File: src/rtl/sup_pkg.sv
package sup_pkg;
    localparam int SUP_NUM_XR_DEF  = 4;
    localparam int SUP_WIN_CYC_DEF = 4;
    localparam int SUP_DST_W_DEF   = 6;

    function automatic int idx_width(input int n);
        return (n > 1) ? $clog2(n) : 1;
    endfunction
endpackage

File: src/rtl/sup_win_timer.sv
module sup_win_timer #(
    parameter int WIN_CYC = 4
) (
    input  logic clk,
    input  logic rst_n,
    input  logic load_i,
    output logic open_o
);
    localparam int CW = $clog2(WIN_CYC + 1);

    typedef struct packed {
        logic [CW-1:0] cnt;
    } tmr_t;

    tmr_t st_d, st_q;

    always_comb begin
        st_d = st_q;
        if (load_i) begin
            st_d.cnt = CW'(WIN_CYC);
        end else if (st_q.cnt != '0) begin
            st_d.cnt = st_q.cnt - 1'b1;
        end
    end

    always_ff @(posedge clk) begin
        if (!rst_n) st_q <= '0;
        else        st_q <= st_d;
    end

    assign open_o = (st_q.cnt != '0);

    // a notice opens the window from the next cycle
    p_load_opens_r3: assert property (@(posedge clk) disable iff (!rst_n)
        load_i |=> open_o);

    // with no notice, the last open cycle is followed by a closed one
    p_expires_r4: assert property (@(posedge clk) disable iff (!rst_n)
        (!load_i && st_q.cnt == CW'(1)) |=> !open_o);

    // the count never exceeds one full window
    p_bound_r5: assert property (@(posedge clk) disable iff (!rst_n)
        st_q.cnt <= CW'(WIN_CYC));
endmodule

File: src/rtl/sup_head_rewrite.sv
module sup_head_rewrite #(
    parameter int TGT_W = 2,
    parameter int DST_W = 6
) (
    input  logic             clk,
    input  logic             rst_n,
    input  logic             flit_vld,
    input  logic             flit_cand,
    input  logic [TGT_W-1:0] flit_tgt,
    input  logic [DST_W-1:0] flit_dst,
    input  logic             suppress_i,
    output logic             out_vld,
    output logic             out_cand,
    output logic [TGT_W-1:0] out_tgt,
    output logic [DST_W-1:0] out_dst,
    output logic             out_reinject
);
    typedef struct packed {
        logic             vld;
        logic             cand;
        logic             rej;
        logic [TGT_W-1:0] tgt;
        logic [DST_W-1:0] dst;
    } hd_t;

    hd_t hd_d, hd_q;

    always_comb begin
        hd_d      = hd_q;
        hd_d.vld  = flit_vld;
        hd_d.cand = 1'b0;
        hd_d.rej  = 1'b0;
        if (flit_vld) begin
            hd_d.tgt  = flit_tgt;
            hd_d.dst  = flit_dst;
            hd_d.cand = flit_cand & ~suppress_i;
            hd_d.rej  = flit_cand & suppress_i;
        end
    end

    always_ff @(posedge clk) begin
        if (!rst_n) hd_q <= '0;
        else        hd_q <= hd_d;
    end

    assign out_vld      = hd_q.vld;
    assign out_cand     = hd_q.cand;
    assign out_reinject = hd_q.rej;
    assign out_tgt      = hd_q.tgt;
    assign out_dst      = hd_q.dst;

    // the candidate flag is never raised by this block
    p_never_set_r7: assert property (@(posedge clk) disable iff (!rst_n)
        flit_vld && !flit_cand |=> !out_cand && !out_reinject);

    // a rejected flit is valid and no longer a candidate
    p_reject_clears_r3: assert property (@(posedge clk) disable iff (!rst_n)
        out_reinject |-> out_vld && !out_cand);

    // valid follows the input one cycle later
    p_latency_r2: assert property (@(posedge clk) disable iff (!rst_n)
        !flit_vld |=> !out_vld);
endmodule

File: src/rtl/sup_bp_filter.sv
module sup_bp_filter
    import sup_pkg::*;
#(
    parameter int NUM_XR  = SUP_NUM_XR_DEF,
    parameter int WIN_CYC = SUP_WIN_CYC_DEF,
    parameter int DST_W   = SUP_DST_W_DEF,
    parameter int TGT_W   = idx_width(NUM_XR)
) (
    input  logic             clk,
    input  logic             rst_n,
    input  logic             notice_vld,
    input  logic [TGT_W-1:0] notice_id,
    input  logic             flit_vld,
    input  logic             flit_cand,
    input  logic [TGT_W-1:0] flit_tgt,
    input  logic [DST_W-1:0] flit_dst,
    output logic             out_vld,
    output logic             out_cand,
    output logic [TGT_W-1:0] out_tgt,
    output logic [DST_W-1:0] out_dst,
    output logic             out_reinject
);
    logic [NUM_XR-1:0] load_vec;
    logic [NUM_XR-1:0] open_vec;
    logic              suppress;

    for (genvar k = 0; k < NUM_XR; k++) begin : g_win
        assign load_vec[k] = notice_vld && (notice_id == TGT_W'(k));
        sup_win_timer #(.WIN_CYC(WIN_CYC)) i_tmr (
            .clk    (clk),
            .rst_n  (rst_n),
            .load_i (load_vec[k]),
            .open_o (open_vec[k])
        );
    end

    always_comb begin
        suppress = 1'b0;
        for (int k = 0; k < NUM_XR; k++) begin
            if (flit_tgt == TGT_W'(k)) suppress = open_vec[k];
        end
    end

    sup_head_rewrite #(.TGT_W(TGT_W), .DST_W(DST_W)) i_rw (
        .clk          (clk),
        .rst_n        (rst_n),
        .flit_vld     (flit_vld),
        .flit_cand    (flit_cand),
        .flit_tgt     (flit_tgt),
        .flit_dst     (flit_dst),
        .suppress_i   (suppress),
        .out_vld      (out_vld),
        .out_cand     (out_cand),
        .out_tgt      (out_tgt),
        .out_dst      (out_dst),
        .out_reinject (out_reinject)
    );

    // a single notice opens at most one index's window
    p_isolation_r6: assert property (@(posedge clk) disable iff (!rst_n)
        notice_vld && ($countones(open_vec) == 0) |=> $onehot0(open_vec));

    // the target index is carried through unchanged
    p_tgt_kept_r8: assert property (@(posedge clk) disable iff (!rst_n)
        flit_vld |=> out_tgt == $past(flit_tgt));
endmodule

File: config.mk
export PLATFORM = sky130hd
export DESIGN_NAME = sup_bp_filter
export DESIGN_NICKNAME = d
export VERILOG_FILES = /design/src/rtl/sup_pkg.sv /design/src/rtl/sup_win_timer.sv /design/src/rtl/sup_head_rewrite.sv /design/src/rtl/sup_bp_filter.sv
export SDC_FILE = /design/constraint.sdc
export NUM_CORES = 1
export LEC_CHECK = 0
export ABC_AREA = 1
export BUFFER_PORTS_ARGS = -buffer_cell sky130_fd_sc_hd__buf_2
export CORE_ASPECT_RATIO = 0.7
export CORE_MARGIN = 2
export CORE_UTILIZATION = 34
export CTS_CLUSTER_DIAMETER = 60
export DETAILED_ROUTE_END_ITERATION = 10
export PLACE_DENSITY = 0.67
export SETUP_SLACK_MARGIN = 0.3
export SYNTH_ARGS = -nofsm -noshare
export SYNTH_HDL_FRONTEND = slang
export SYNTH_SLANG_ARGS = --single-unit
export TNS_END_PERCENT = 100
File: constraint.sdc
create_clock -name clk -period 3.21 [get_ports clk]
set_input_delay 0.642 -clock clk [delete_from_list [all_inputs] [get_ports clk]]
set_output_delay 0.642 -clock clk [all_outputs]
set_load 0.005 [all_outputs]
==> reports/qor_table.md <==
| Item | Value |
| --- | --- |
| Launch point of the worst reg-to-reg path | g_win[0].i_tmr.st_q[0]$_SDFFE_PP0P_ |
| Capture point of the worst reg-to-reg path | i_rw.out_cand$_SDFF_PN0_ |
| DRC violation count after routing | 0 |
| Total length of routed met3 wires | 140 um |
| Overall die area | 3630 um2 |
| Final antenna diode count | 0 |
| Area grow syn2layout | 18.9% |
| Worst-case vdd ir drop | 315 uV |
| Pin count of the biggest net entering global routing | 17 |
| Global-route usage over all layers | 11.9% |
| Maximum operating frequency | 0.730 GHz |
| Total Wirelength | 1.91 mm |
| Htree depth | 1 |
| Number of sinks handled by clock tree synthesis | 23 |
| Cell area after technology mapping | 1070 um2 |
| Type of element capturing the critical path | output pin |
| Number of cells on the critical path | 1 |
| Final cycle utilization of the critical path | 42.7% |
| Clock latency reported for the late side of the worst-skew pair | 270 ps |
| Clock root cell | clkbuf_8 |
| WL met1 | 1.08 mm |
| Routed wirelength normalized by instance count | 9.28 um |
| Total negative slack | 0 ps |
| Routed via count divided by cell count | 4.18 |
| Largest delay contributor family on the critical path | flip-flops |
| Weighted congestion reported at the end of routability-driven placement | 0.772 |
| Max-slew headroom | 81.9% |
| Mean instance size in the synthesized netlist | 7.60 um2 |
| R2R cell count | 7 |
| Startpoint Class | flop |
| DPL Wire Length | 1.48 mm |
| Y dimension of the die | 51.0 um |
| Yosys synthesis warning count | 0 |
| Initial cell density of the core | 34.8% |
| Final count of negative-setup-slack endpoints | 0 |
| Wire length on met2 | 672 um |
| Class of the tightest hold or removal check | flop to flop |
| Std cell rows | 17 |
| Highest routing layer actually used | met4 |
| Proportion of netlist area held by the largest area contributor | 42.9% |
| PwrDens | 808 nW/um2 |
| Non-filler instance count after layout | 206 |
| WHS | 489 ps |
| Post-CTS sizing | 0 |
| TritonCTS clock tree | done |
| Number of buffers on the longest clock path | 2 |
| Overflow left after global routing | 0 |
| Total count of hold-check failures in the final report | 0 |
| Number of max-cap violations | 0 |
| CTS clk-pin slew, worst paths | 80 ps |
| Cell area after placement | 1230 um2 |
| Crit-path max FO | 2 |
| Final net count | 193 |
| Total via count in the routed design | 862 |
| Setup slack on the worst flop-to-flop path | 1910 ps |
| Dominant cell type by area after synthesis | dfxtp_1 |
| List of cells traversed by the critical path | buf_2 |
| Hold Path Origin | g_win[2].i_tmr.st_q[1]$_SDFFE_PP0N_ |
| First-iteration detailed-routing DRC count | 28 |
| Number of cells produced by synthesis | 141 |
| TritonCTS buffer count | 3 |
| Arrival time of the worst setup path | 730 ps |
| Post-CTS Setup Repair Bufs | 0 |
| Number of inserted filler cells in the final layout | 323 |
| Largest stage delay, worst path | 350 ps |
| Post-synthesis register bit count | 23 |
| Number of nets in the synthesized netlist | 165 |
| Post-synthesis sequential area ratio | 42.9% |
| IO buf count | 25 |
| Netlist cell types | 18 |
| Core Footprint | 3080 um2 |
| DRT Pass-1 Iters | 4 |
| Buffers and inverters on the worst path | 1 |
| DP Cell Count | 202 |
| Number of I/O pins | 26 |
| Share of layout cells above drive strength 1 | 20.2% |
| Synth top area cells | dfxtp_1 43%, ha_1 11%, inv_1 8.4% |
| Antenna violations before repair | 0 |
| Max Transition Viols Final | 0 |
| Power Total | 0.00103 W |
| Final period demand of the worst path | 1370 ps |
| Remaining antenna violation count | 0 |
| Req. time, crit path | 2570 ps |
| Vias in the first global route | 757 |
| Kind of critical path | flop to output pin |
| Post-Route Skew | 4.11 ps |
| Outcome | finished clean |
| Leakage | 0.663 nW |
| Worst setup startpoint | i_rw.out_dst[3]$_SDFFE_PN0P_ |
| Total of hold buffers inserted after clock tree synthesis | 0 |
| Cell with the largest stage delay on the worst path | dfxtp_1 |
| First-pass GRT wire length | 3.34 mm |
| Worst setup path endpoint | out_dst[3] |
| Total non-filler cell area in the finished layout | 1270 um2 |
| Horiz. Die Dim | 71.1 um |
| RSZ-0062 raised after global routing | false |
| Tightest Pin Transition | 272 ps |
-- flip-flops by register name, indices dropped and copies added (netlist names) --
name and flops:
i_rw.out_reinject 1, i_rw.out_cand 1, i_rw.out_dst 6, i_rw.out_tgt 2
i_rw.out_vld 1, g_win.i_tmr.st_q 12
-- worst register-to-register path: stages (launching register included) --
cell and delay (ps):
dfxtp_1 350, inv_1 50, ha_1 200, ha_1 270, nand2_1 100, nand3_1 110
nand2_1 90, nor2_1 40
-- Yosys cell counts --
library cell  instances
ha_1                  9
buf_6                 1
clkinv_1              1
inv_2                 1
o21bai_1              1
xor2_1                4
inv_1                24
a31oi_2               1
a21oi_1               7
dfxtp_1              23
o21ai_1               2
o21ai_0               9
a21oi_2               1
nand2_2               2
nor2_1               23
nand2_1              20
nand3_1              11
buf_4                 1
-- per-stage QoR --
step           util (%)  worst slack, ps
2_1_floorplan         -             2020
3_3_place_gp       39.8             1890
3_5_place_dp       39.8             1890
4_1_cts            41.3             1830
5_1_grt            41.3             1790
6_report           41.3             1840
-- worst min-delay path by stage --
stage / to / depth (start not counted)
final: g_win[2].i_tmr.st_q[1]$_SDFFE_PP0N_ / 2
after global routing: g_win[3].i_tmr.st_q[1]$_SDFFE_PP0N_ / 2
after CTS: g_win[2].i_tmr.st_q[1]$_SDFFE_PP0N_ / 2
after detailed placement: g_win[2].i_tmr.st_q[1]$_SDFFE_PP0N_ / 2
after global placement: i_rw.out_dst[2]$_SDFFE_PN0P_ / 2
after floorplan: g_win[2].i_tmr.st_q[1]$_SDFFE_PP0N_ / 2
-- kinds of logic after synthesis --
family	share of synthesized area, %
AO/OA/AOI/OAI	11.1
XOR/XNOR	3.27
adder cells (fa/ha/maj)	10.5
buffers and inverters	10.9
flip-flops	42.9
AND/OR/NAND/NOR	21.4
-- cell usage in the layout (no fill, tap or decap) --
cell	instances
inv_1	24
nor2_1	23
a21oi_1	7
dfxtp_1	23
clkinvlp_4	1
a21oi_2	1
ha_1	9
buf_2	25
nand2_1	20
o21ai_0	9
clkbuf_8	3
clkinv_1	1
o21ai_1	2
o21bai_1	1
nand3_1	11
xor2_1	4
a31oi_2	1
nand2_2	2
inv_2	1
-- per-layer routing --
metal / vias to the layer above / track usage, %
met4: 0 / 3.77
met1: 347 / 16.4
li1: 486 / -
met2: 27 / 16.5
met5: - / 0
met3: 2 / 5.33
-- final cells by class --
type                       instances  area (um2)  area share, %
clock buffer                       3        41.3           3.24
clock inverter                     1        7.51          0.589
inverter                          26        97.6           7.65
multi-input combinational         90         495           38.9
sequential                        23         460           36.1
tap                               38        47.5           3.73
timing repair buffer              25         125           9.81
-- power breakdown --
group	internal [W]	total, W	switching (W)	leakage (nW)
logic	0.000186	0.000452	0.000267	0.451
clock network	0.0000879	0.000184	0.0000959	0.0217
registers	0.000361	0.000394	0.0000325	0.191
Power figures use the tool's default switching activity.
